## src/rtl/cfgSpiPkg.sv

```systemverilog
package cfgSpiPkg;

  localparam int INSTR_W  = 16;
  localparam int ADDR_W   = INSTR_W - 3;
  localparam int BYTE_W   = 8;
  localparam int ORDER_BIT = 0;
  localparam logic [BYTE_W-1:0] CFG_MASK = 8'h01;

  typedef struct packed {
    logic shiftIn;   // capture one write bit
    logic commit;    // store the assembled byte
    logic outFirst;  // load a read byte and emit its first bit
    logic outNext;   // emit the next read bit
    logic oeOn;      // take the data pin
    logic oeOff;     // release the data pin
  } ctrlStrobe_t;

  function automatic logic [BYTE_W-1:0] regDefault(int idx);
    return (idx == 0) ? '0 : BYTE_W'(idx * 17);
  endfunction

endpackage

```

## src/rtl/cfgSpiSync.sv

```systemverilog
module cfgSpiSync #(
  parameter int STAGES = 2
) (
  input  logic clk,
  input  logic rst,
  input  logic sclk,
  input  logic csN,
  input  logic sdioIn,
  output logic sclkRise,
  output logic sclkFall,
  output logic csFall,
  output logic csIdle,
  output logic sdioBit
);

  logic [STAGES:0]   sclkPipe;
  logic [STAGES:0]   csPipe;
  logic [STAGES-1:0] sdioPipe;

  always_ff @(posedge clk) begin
    if (rst) begin
      sclkPipe <= '0;
      csPipe   <= '1;
      sdioPipe <= '0;
    end else begin
      sclkPipe <= {sclkPipe[STAGES-1:0], sclk};
      csPipe   <= {csPipe[STAGES-1:0], csN};
      sdioPipe <= {sdioPipe[STAGES-2:0], sdioIn};
    end
  end

  assign sclkRise = sclkPipe[STAGES-1] & ~sclkPipe[STAGES];
  assign sclkFall = ~sclkPipe[STAGES-1] & sclkPipe[STAGES];
  assign csFall   = ~csPipe[STAGES-1] & csPipe[STAGES];
  assign csIdle   = csPipe[STAGES-1];
  assign sdioBit  = sdioPipe[STAGES-1];

endmodule

```

## src/rtl/cfgSpiCtrl.sv

```systemverilog
module cfgSpiCtrl
  import cfgSpiPkg::*;
(
  input  logic              clk,
  input  logic              rst,
  input  logic              sclkRise,
  input  logic              sclkFall,
  input  logic              csFall,
  input  logic              csIdle,
  input  logic              sdioBit,
  input  logic              cfgLsb,
  output ctrlStrobe_t       strobe,
  output logic [ADDR_W-1:0] curAddr,
  output logic              lsbMode
);

  typedef enum logic [1:0] {ST_IDLE, ST_INSTR, ST_DATA, ST_HOLD} state_t;

  state_t             state;
  logic [3:0]         instrCnt;
  logic [INSTR_W-2:0] instrShift;
  logic [2:0]         bitCnt;
  logic [1:0]         bytesLeft;
  logic               stream;
  logic               isRead;

  always_ff @(posedge clk) begin
    if (rst) begin
      state      <= ST_IDLE;
      instrCnt   <= '0;
      instrShift <= '0;
      bitCnt     <= '0;
      bytesLeft  <= '0;
      stream     <= 1'b0;
      isRead     <= 1'b0;
      curAddr    <= '0;
      lsbMode    <= 1'b0;
    end else if (csIdle) begin
      state <= ST_IDLE;
    end else begin
      unique case (state)
        ST_IDLE: begin
          if (csFall) begin
            state    <= ST_INSTR;
            instrCnt <= '0;
            lsbMode  <= cfgLsb;
          end
        end
        ST_INSTR: begin
          if (sclkRise) begin
            instrShift <= {instrShift[INSTR_W-3:0], sdioBit};
            instrCnt   <= instrCnt + 4'd1;
            if (instrCnt == 4'(INSTR_W - 1)) begin
              isRead    <= instrShift[INSTR_W-2];
              stream    <= &instrShift[INSTR_W-3:INSTR_W-4];
              bytesLeft <= instrShift[INSTR_W-3:INSTR_W-4];
              curAddr   <= {instrShift[ADDR_W-2:0], sdioBit};
              bitCnt    <= '0;
              state     <= ST_DATA;
            end
          end
        end
        ST_DATA: begin
          if (sclkRise) begin
            bitCnt <= bitCnt + 3'd1;
            if (bitCnt == 3'd7) begin
              curAddr <= lsbMode ? curAddr + 1'b1 : curAddr - 1'b1;
              if (!stream) begin
                if (bytesLeft == 2'd0) state <= ST_HOLD;
                else bytesLeft <= bytesLeft - 2'd1;
              end
            end
          end
        end
        default: ;
      endcase
    end
  end

  always_comb begin
    strobe = '0;
    if (csIdle) begin
      strobe.oeOff = 1'b1;
    end else if (state == ST_DATA) begin
      if (sclkRise && !isRead) begin
        strobe.shiftIn = 1'b1;
        strobe.commit  = (bitCnt == 3'd7);
      end
      if (sclkFall && isRead) begin
        strobe.oeOn     = 1'b1;
        strobe.outFirst = (bitCnt == 3'd0);
        strobe.outNext  = (bitCnt != 3'd0);
      end
    end
  end

endmodule

```

## src/rtl/cfgSpiData.sv

```systemverilog
module cfgSpiData
  import cfgSpiPkg::*;
#(
  parameter int NUM_REGS = 8
) (
  input  logic                       clk,
  input  logic                       rst,
  input  ctrlStrobe_t                strobe,
  input  logic [ADDR_W-1:0]          curAddr,
  input  logic                       lsbMode,
  input  logic                       sdioBit,
  output logic                       sdioOut,
  output logic                       sdioOe,
  output logic                       cfgLsb,
  output logic [NUM_REGS*BYTE_W-1:0] regFlat
);

  localparam int IDX_W = $clog2(NUM_REGS);

  logic [BYTE_W-1:0] wrShift;
  logic [BYTE_W-1:0] wrByte;
  logic [BYTE_W-1:0] rdShift;
  logic [BYTE_W-1:0] rdByte;
  logic              inRange;

  assign wrByte  = lsbMode ? {sdioBit, wrShift[BYTE_W-1:1]}
                           : {wrShift[BYTE_W-2:0], sdioBit};
  assign inRange = curAddr < ADDR_W'(NUM_REGS);
  assign rdByte  = inRange ? regFlat[{curAddr[IDX_W-1:0], 3'b000} +: BYTE_W] : '0;
  assign cfgLsb  = regFlat[ORDER_BIT];

  for (genvar i = 0; i < NUM_REGS; i++) begin : g_reg
    localparam logic [BYTE_W-1:0] MASK = (i == 0) ? CFG_MASK : '1;
    logic [BYTE_W-1:0] value;
    always_ff @(posedge clk) begin
      if (rst) value <= regDefault(i);
      else if (strobe.commit && curAddr == ADDR_W'(i)) value <= wrByte & MASK;
    end
    assign regFlat[i*BYTE_W +: BYTE_W] = value;
  end

  always_ff @(posedge clk) begin
    if (rst) begin
      wrShift <= '0;
      rdShift <= '0;
      sdioOut <= 1'b0;
      sdioOe  <= 1'b0;
    end else begin
      if (strobe.shiftIn) wrShift <= wrByte;
      if (strobe.outFirst) begin
        sdioOut <= lsbMode ? rdByte[0] : rdByte[BYTE_W-1];
        rdShift <= lsbMode ? (rdByte >> 1) : (rdByte << 1);
      end else if (strobe.outNext) begin
        sdioOut <= lsbMode ? rdShift[0] : rdShift[BYTE_W-1];
        rdShift <= lsbMode ? (rdShift >> 1) : (rdShift << 1);
      end
      if (strobe.oeOff) sdioOe <= 1'b0;
      else if (strobe.oeOn) sdioOe <= 1'b1;
    end
  end

endmodule

```

## src/rtl/cfgSpiSlave.sv

```systemverilog
module cfgSpiSlave
  import cfgSpiPkg::*;
#(
  parameter int NUM_REGS    = 8,
  parameter int SYNC_STAGES = 2
) (
  input  logic                       clk,
  input  logic                       rst,
  input  logic                       sclk,
  input  logic                       csN,
  input  logic                       sdioIn,
  output logic                       sdioOut,
  output logic                       sdioOe,
  output logic [NUM_REGS*BYTE_W-1:0] regFlat
);

  logic              sclkRise, sclkFall, csFall, csIdle, sdioBit;
  logic              cfgLsb, lsbMode;
  logic [ADDR_W-1:0] curAddr;
  ctrlStrobe_t       strobe;

  cfgSpiSync #(.STAGES(SYNC_STAGES)) u_sync (
    .clk(clk), .rst(rst), .sclk(sclk), .csN(csN), .sdioIn(sdioIn),
    .sclkRise(sclkRise), .sclkFall(sclkFall), .csFall(csFall),
    .csIdle(csIdle), .sdioBit(sdioBit)
  );

  cfgSpiCtrl u_ctrl (
    .clk(clk), .rst(rst), .sclkRise(sclkRise), .sclkFall(sclkFall),
    .csFall(csFall), .csIdle(csIdle), .sdioBit(sdioBit), .cfgLsb(cfgLsb),
    .strobe(strobe), .curAddr(curAddr), .lsbMode(lsbMode)
  );

  cfgSpiData #(.NUM_REGS(NUM_REGS)) u_data (
    .clk(clk), .rst(rst), .strobe(strobe), .curAddr(curAddr),
    .lsbMode(lsbMode), .sdioBit(sdioBit), .sdioOut(sdioOut),
    .sdioOe(sdioOe), .cfgLsb(cfgLsb), .regFlat(regFlat)
  );

endmodule

```

## config.mk

```make
export PLATFORM = sky130hd
export DESIGN_NAME = cfgSpiSlave
export DESIGN_NICKNAME = d
export VERILOG_FILES = /design/src/rtl/cfgSpiPkg.sv /design/src/rtl/cfgSpiSync.sv /design/src/rtl/cfgSpiCtrl.sv /design/src/rtl/cfgSpiData.sv /design/src/rtl/cfgSpiSlave.sv
export SDC_FILE = /design/constraint.sdc
export NUM_CORES = 1
export LEC_CHECK = 0
export ABC_CLOCK_PERIOD_IN_PS = 2000
export BUFFER_PORTS_ARGS = -buffer_cell sky130_fd_sc_hd__buf_4
export CORE_ASPECT_RATIO = 1.5
export CORE_MARGIN = 8
export CORE_UTILIZATION = 53
export CTS_CLUSTER_DIAMETER = 120
export CTS_CLUSTER_SIZE = 20
export DETAILED_ROUTE_END_ITERATION = 16
export PLACE_DENSITY = 0.73
export SLEW_MARGIN = 30
export SYNTH_ARGS = -nofsm -noshare
export SYNTH_HDL_FRONTEND = slang
export SYNTH_SLANG_ARGS = --single-unit
```

## constraint.sdc

```tcl
create_clock -name clk -period 2 [get_ports clk]
set_input_delay 0.1 -clock clk [delete_from_list [all_inputs] [get_ports clk]]
set_output_delay 0.1 -clock clk [all_outputs]
set_load 0.01 [all_outputs]
```

==> results of run 1 <==
worst reg2reg max path: cells and delay by family (launching register included):
family,cells,cell delay (ns)
buffers and inverters,2,0.25
flip-flops,1,0.36
multiplexers,1,0.20
AND/OR/NAND/NOR,4,1.09
routing by layer:
layer  global-route usage (%)  share of wire (%)
met2                     44.4                 52
met3                     5.40                5.3
met5                        0                  0
met1                     25.0                 38
met4                     14.6                4.9
repair_timing:
| action | in CTS | in global routing |
|---|---|---|
| buffers inserted | 4 | 8 |
| endpoints found under the hold margin | 3 | 0 |
| hold buffers | 3 | 0 |
| resized for setup | 16 | 53 |
| gates cloned | 0 | 1 |
| setup endpoints to repair | 45 | 97 |
| pin swaps | 7 | 24 |
metrics by stage:
stage / total power [mW] / setup TNS (ns)
5_1_grt: 5.99 / -1.97
3_5_place_dp: 2.66 / -1.03
3_3_place_gp: 2.66 / -0.0737
2_1_floorplan: 2.63 / 0
4_1_cts: 5.85 / -0.0267
6_report: 5.82 / -0.120
state kept, by name, indices dropped and copies added (netlist names):
register	count
u_ctrl.bitCnt	3
u_ctrl.bytesLeft	2
u_ctrl.curAddr	13
u_ctrl.instrCnt	4
u_ctrl.instrShift	15
u_ctrl.isRead	1
u_ctrl.lsbMode	1
u_ctrl.state	2
u_ctrl.stream	1
u_data.g.value	57
u_data.rdShift	8
u_data.sdioOe	1
u_data.sdioOut	1
u_data.wrShift	8
u_sync.csPipe	3
u_sync.sclkPipe	3
u_sync.sdioPipe	2
layout by cell type, fill, tap and decap left out, drive strengths merged, types with 9 or more instances in the layout:
cell type,n
nand4,9
a21oi,41
nand2b,9
dfxtp,125
mux2i,64
a211oi,16
nor2,101
nand3b,11
nor3,15
inv,25
nor4,9
clkbuf,18
nand3,13
nor2b,17
mux2,15
o21ai,36
buf,147
ha,14
nand2,56
worst paths after layout:
path                      startpoint                        to  depth (start not counted)
hold / removal                   rst        u_sync.sdioPipe[0]                          2
setup reg to reg   u_ctrl.curAddr[5]  u_data.g_reg[1].value[5]                          7
setup / recovery   u_ctrl.curAddr[5]  u_data.g_reg[1].value[5]                          7
hold reg to reg   u_sync.sclkPipe[0]        u_sync.sclkPipe[1]                          1
cell type report:
| cell class | count | area [µm²] | area share, % |
|---|---|---|---|
| Tap cell | 153 | 191 | 2.29 |
| Timing Repair Buffer | 151 | 1240 | 14.9 |
| Clock buffer | 17 | 425 | 5.10 |
| Inverter | 19 | 75.1 | 0.900 |
| Multi-Input combinational cell | 531 | 3710 | 44.5 |
| Clock inverter | 14 | 180 | 2.16 |
| Sequential cell | 125 | 2520 | 30.2 |
power by group through the flow:
stage	Sequential, mW	Clock, mW	Combinational, mW
2_1_floorplan	2.55	0	0.0799
3_3_place_gp	2.56	0	0.101
3_5_place_dp	2.56	0	0.104
4_1_cts	2.50	3.23	0.109
5_1_grt	2.50	3.37	0.122
6_report	2.50	3.21	0.114
cell families after synthesis:
kind of cell    Yosys count
mux                      83
buf+inv                  80
compound gates          145
other cells               1
simple gates            281
fa+ha+maj                14
xor+xnor                  1
flops                   125
==> flow_summary_export.csv, run 1 <==
group,metric,value,unit
clock_network,root_buffer,"clkbuf_16",
sta,worstMarginPinSlew,0.655,ns
clock_network,cts_buffers,17,
route,drcViolationCount,0,
synth,yosysUniqueCellTypes,65,
synth,avgSynthCellArea,8.74,µm²
global_route,grt-ovfl-total,0,
power,p_leak,3.25,nW
worst_hold_path,hold_class,"in -> reg",
power,power_density,698,nW/µm²
synth,synthTopCellsByArea,"dfxtp_1 39%, mux2i_1 10%, nor2_1 5.9%",
synth,ys_seq_elements,125,
global_route,grt_max_degree,58,
synth,synth_most_common_cell,"dfxtp_1",
setup_path,cp_num_buf_inv,2,
setup_path,cp_data_arrival_time,2.31,ns
sta,finClkSkew,0.0155,ns
power,comb_power_share,2.0,%
synth,synth_edf_count,0,
synth,syn_area,6380,µm²
route,dr.pass1.iters,5,
place,place_area,7370,µm²
global_route,antenna_found_initial,0,
power,clkPwrFrac,55.1,%
floorplan,fp.dieW,106,µm
sta,setup_viol,11,
global_route,grt_pass1_wl,31000,µm
clock_network,h-tree-depth,4,
synth,synth_flop_cell,"dfxtp_1",
setup_path,crit_path_frequent_cell,"buf_6",
setup_path,r2r_setup_slack,-0.03,ns
place,place_inst,964,
synth,ys_seq_area_share,39.2,%
setup_path,startpoint_type,"flop",
sta,relSlewSlack,56.4,%
clock_network,clock_sinks,125,
cells_and_area,fin_area,8350,µm²
power,power.share.sequential,43.0,%
synth,synth_largest_area_cell,"dfxtp_1",
sta,final-max-slew-violation-count,0,
sta,whs,0.187,ns
synth,synth_compound_area_share,14.6,%
place,place.gp.congestion,0.889,
clock_network,clk_latency,0.42,ns
sta,rsz0062_at_grt,"yes",
setup_path,cp_cell_sequence,"buf_6 -> or4_4 -> nor2_8 -> and4b_1 -> buf_6 -> mux2i_1 -> nor2_1",
synth,synthXorXnorAreaFrac,0.137,%
clock_network,cts_tree,"done",
sta,finalHoldViolations,0,
cells_and_area,fin_nets,864,
floorplan,core-area,11900,µm²
power,p_int,4.51,mW
setup_path,cp_slowest_cell,"or4_4",
setup_path,crit_family,"simple AND/OR/NAND/NOR gates",
cells_and_area,fin_cells,1010,
global_route,track_usage,24.4,%
synth,synthSimpleGateAreaFrac,23.0,%
cells_and_area,antenna_cells,0,
setup_path,critPathMaxFanout,7,
route,drtIter0Drc,322,
synth,synthArstFlopShare,0,%
status,status,"complete, but fails checks",
sta,final.min_clock_period,2.03,ns
sta,max_freq,492,MHz
run,cap_violations,0,
cells_and_area,final_util,70.2,%
power,p_switching,1.31,mW
status,violations,"negative setup slack",
synth,yosysTopAreaCellShare,39.2,%
place,post-place-ws,-0.122,ns
power,vdd_drop_max,0.460,mV
route,ant_nets,0,
clock_network,path_clk_slew,0.06,ns
synth,synth_warnings,0,
power,switching_share,22.5,%
floorplan,die-area,15900,µm²
place,hpwl,14100,µm
cells_and_area,fill_cells,891,
floorplan,fp.dieH,150,µm
floorplan,initial_core_util,53.7,%
place,portBuffers,63,
floorplan,fp-row-count,49,
route,wl,19900,µm
route,wl_per_cell,19.7,µm
setup_path,cpPeakStageDelay,0.58,ns
setup_path,cp_data_required_time,2.27,ns
synth,synth_mux_area_share,14.1,%
cells_and_area,synthToLayoutAreaGrowth,30.8,%
setup_path,endpoint_kind,"flop",
route,viasPerCell,5.94,
synth,synthAdderAreaFrac,2.75,%
global_route,grt_pass1_vias,6052,
sta,fin_ws,-0.0312,ns
cells_and_area,drive_above_1_share,30.8,%
synth,synth_top_family_by_area,"simple AND/OR/NAND/NOR gates",
route,vias,6000,
synth,synthCells,730,
sta,min_period_over_period,102,%
synth,ys_top_cells_by_count,"125 x dfxtp_1, 100 x nor2_1, 64 x mux2i_1",
setup_path,crit_type,"reg -> reg",
floorplan,io_pins,71,
clock_network,cts_buffer_depth,2,
No activity file was read; power rests on OpenSTA's default activity.
==> run 2, diff against run 1 <==
--- a/config.mk
+++ b/config.mk
@@ -6,9 +6,9 @@
 export NUM_CORES = 1
 export LEC_CHECK = 0
 export ABC_CLOCK_PERIOD_IN_PS = 2000
-export BUFFER_PORTS_ARGS = -buffer_cell sky130_fd_sc_hd__buf_4
+export BUFFER_PORTS_ARGS = -buffer_cell sky130_fd_sc_hd__buf_2
 export CORE_ASPECT_RATIO = 1.5
-export CORE_MARGIN = 8
+export CORE_MARGIN = 2
 export CORE_UTILIZATION = 53
 export CTS_CLUSTER_DIAMETER = 120
 export CTS_CLUSTER_SIZE = 20
==> run 2 against run 1 <==
  * The run now ends clean
  * Fmax rose by 1.7%
  * Final cell count is 1.8% lower
  * Global-route usage up 5.6 points
==> flow_summary_export.csv, run 2 (synthesis results as in run 1) <==
group,metric,value,unit
floorplan,fp.dieW,93.6,µm
global_route,track_usage,30.0,%
cells_and_area,antenna_cells,0,
run,cap_violations,0,
setup_path,cp-startpoint,"u_ctrl.bitCnt[1]",
power,p_switching,1.35,mW
power,vdd_drop_max,0.644,mV
sta,max_freq,501,MHz
route,drtIter0Drc,468,
place,hpwl,13300,µm
power,power_density,728,nW/µm²
cells_and_area,synthToLayoutAreaGrowth,24.2,%
cells_and_area,layout_common_cells,"119 x dfxtp_1, 98 x nor2_1, 62 x mux2i_1, 62 x buf_2, 56 x buf_4",
worst_hold_path,worstHoldStart,"rst",
clock_network,root_buffer,"clkbuf_16",
cells_and_area,fin_nets,845,
clock_network,cts_buffers,17,
clock_network,clock_sinks,125,
setup_path,crit_path_frequent_cell,"ha_4",
global_route,grt-ovfl-total,0,
power,fin_total_pwr,5.77,mW
sta,final-max-slew-violation-count,0,
cells_and_area,regMostFlops,"u_data.g.value",
clock_network,path_clk_slew,0.06,ns
sta,rsz0062_at_grt,"yes",
place,place_area,7130,µm²
route,dr.pass1.iters,6,
floorplan,fp.dieH,138,µm
sta,worstMarginPinSlew,0.664,ns
setup_path,crit_type,"reg -> reg",
setup_path,startpoint_type,"flop",
power,switching_share,23.4,%
power,power.share.sequential,43.3,%
power,comb_power_share,1.9,%
status,status,"complete, no violations",
power,p_int,4.43,mW
floorplan,io_pins,71,
sta,relSlewSlack,55.7,%
route,ant_nets,0,
route,wl_per_cell,19.1,µm
power,p_leak,3.09,nW
sta,min_period_over_period,99.8,%
place,portBuffers,63,
route,vias,6037,
clock_network,cts_tree,"done",
setup_path,rr_startpoint,"u_ctrl.bitCnt[1]",
place,place.gp.congestion,0.892,
setup_path,cp_data_required_time,2.30,ns
clock_network,h-tree-depth,4,
floorplan,initial_core_util,53.7,%
cells_and_area,largest_reg_flops,57,
cells_and_area,layout_commonest_cell,"dfxtp_1",
sta,finalHoldViolations,0,
clock_network,cts_buffer_depth,2,
power,clkPwrFrac,54.8,%
route,viasPerCell,6.09,
setup_path,cp_cell_sequence,"ha_4 -> ha_4 -> nand3b_1 -> nor4b_4 -> and4b_1 -> buf_6 -> nor3b_1 -> o21bai_1",
setup_path,endpoint_kind,"flop",
setup_path,cp_data_arrival_time,2.29,ns
global_route,grt_pass1_vias,6101,
sta,finClkSkew,0.00660,ns
setup_path,critPathMaxFanout,8,
global_route,grt_pass1_wl,30700,µm
cells_and_area,fin_area,7930,µm²
floorplan,die-area,13000,µm²
floorplan,core-area,11900,µm²
cells_and_area,fill_cells,921,
clock_network,clk_latency,0.43,ns
setup_path,cpPeakStageDelay,0.40,ns
global_route,grt_max_degree,60,
route,drcViolationCount,0,
floorplan,fp-row-count,49,
global_route,antenna_found_initial,0,
cells_and_area,top_regs,"u_data.g.value: 57 flops, u_ctrl.instrShift: 15 flops, u_ctrl.curAddr: 13 flops",
sta,final.min_clock_period,2.00,ns
sta,setup_viol,0,
setup_path,cp_slowest_cell,"nor4b_4",
cells_and_area,drive_above_1_share,27.1,%
worst_hold_path,hold_class,"in -> reg",
route,wl,18900,µm
-- run 2: cell count changes in the layout (fill, tap and decap cells not counted), sizes merged --
cell	previous run	this run
buf	147	129
clkinv	2	4
bufinv	3	2
clkinvlp	3	2
-- run 2: metrics by stage --
stage / cells / setup TNS (ns) / worst slack [ns] / hold slack (ns) / util, %
detailed placement: 953 / -0.713 / -0.0974 / 0.287 / 59.9
global placement: 953 / 0 / 0.0201 / 0.282 / 59.9
global route: 992 / -1.47 / -0.0868 / 0.227 / 66.7
floorplan: 736 / 0 / 0.00849 / 0.204 / -
CTS: 989 / 0 / 0.000604 / 0.189 / 65.7
finish: 992 / 0 / 0.00363 / 0.191 / 66.7
-- run 2: worst max-delay path, delay by kind of cell, from the launching register on --
family / cells / cell delay [ns]
buf+inv: 1 / 0.15
compound gates: 1 / 0.22
flops: 1 / 0.36
simple gates: 4 / 0.89
fa+ha+maj: 2 / 0.26
-- run 2: final cells by class --
| cell class | count | area [µm²] | area share, % |
|---|---|---|---|
| sequential | 125 | 2510 | 31.7 |
| timing repair buffer | 132 | 928 | 11.7 |
| clock buffer | 18 | 439 | 5.54 |
| tap | 153 | 191 | 2.41 |
| clock inverter | 14 | 158 | 1.99 |
| multi-input combinational | 531 | 3630 | 45.8 |
| inverter | 19 | 71.3 | 0.900 |
-- run 2: path summary, 6_finish.rpt --
kind,cells past startpoint,end,slack [ns]
setup reg to reg,8,u_data.g_reg[2].value[3],0.004
hold / removal,2,u_sync.sdioPipe[0],0.19
setup / recovery,8,u_data.g_reg[2].value[3],0.004
hold reg to reg,1,u_sync.csPipe[1],0.41
-- run 2: power by group through the flow --
stage          sequential, mW  combinational (mW)  clock (mW)
5_1_grt                  2.50               0.120        3.28
6_report                 2.50               0.109        3.16
4_1_cts                  2.50               0.108        3.17
3_5_place_dp             2.56               0.102           0
3_3_place_gp             2.56              0.0999           0
2_1_floorplan            2.55              0.0799           0
-- run 2: timing repair --
action / CTS / global route
setup buffers: 1 / 3
hold buffers: 3 / 0
pin swaps: 1 / 14
resized for setup: 15 / 28
hold endpoints to repair: 3 / 0
setup endpoints to repair: 32 / 64
-- run 2: per-layer routing --
metal	GRT usage (%)	vias up	wire, µm
li1	-	2774	-
met5	0	-	0
met2	51.1	294	9660
met4	19.8	0	1250
met1	33.0	2872	6880
met3	6.27	97	1120
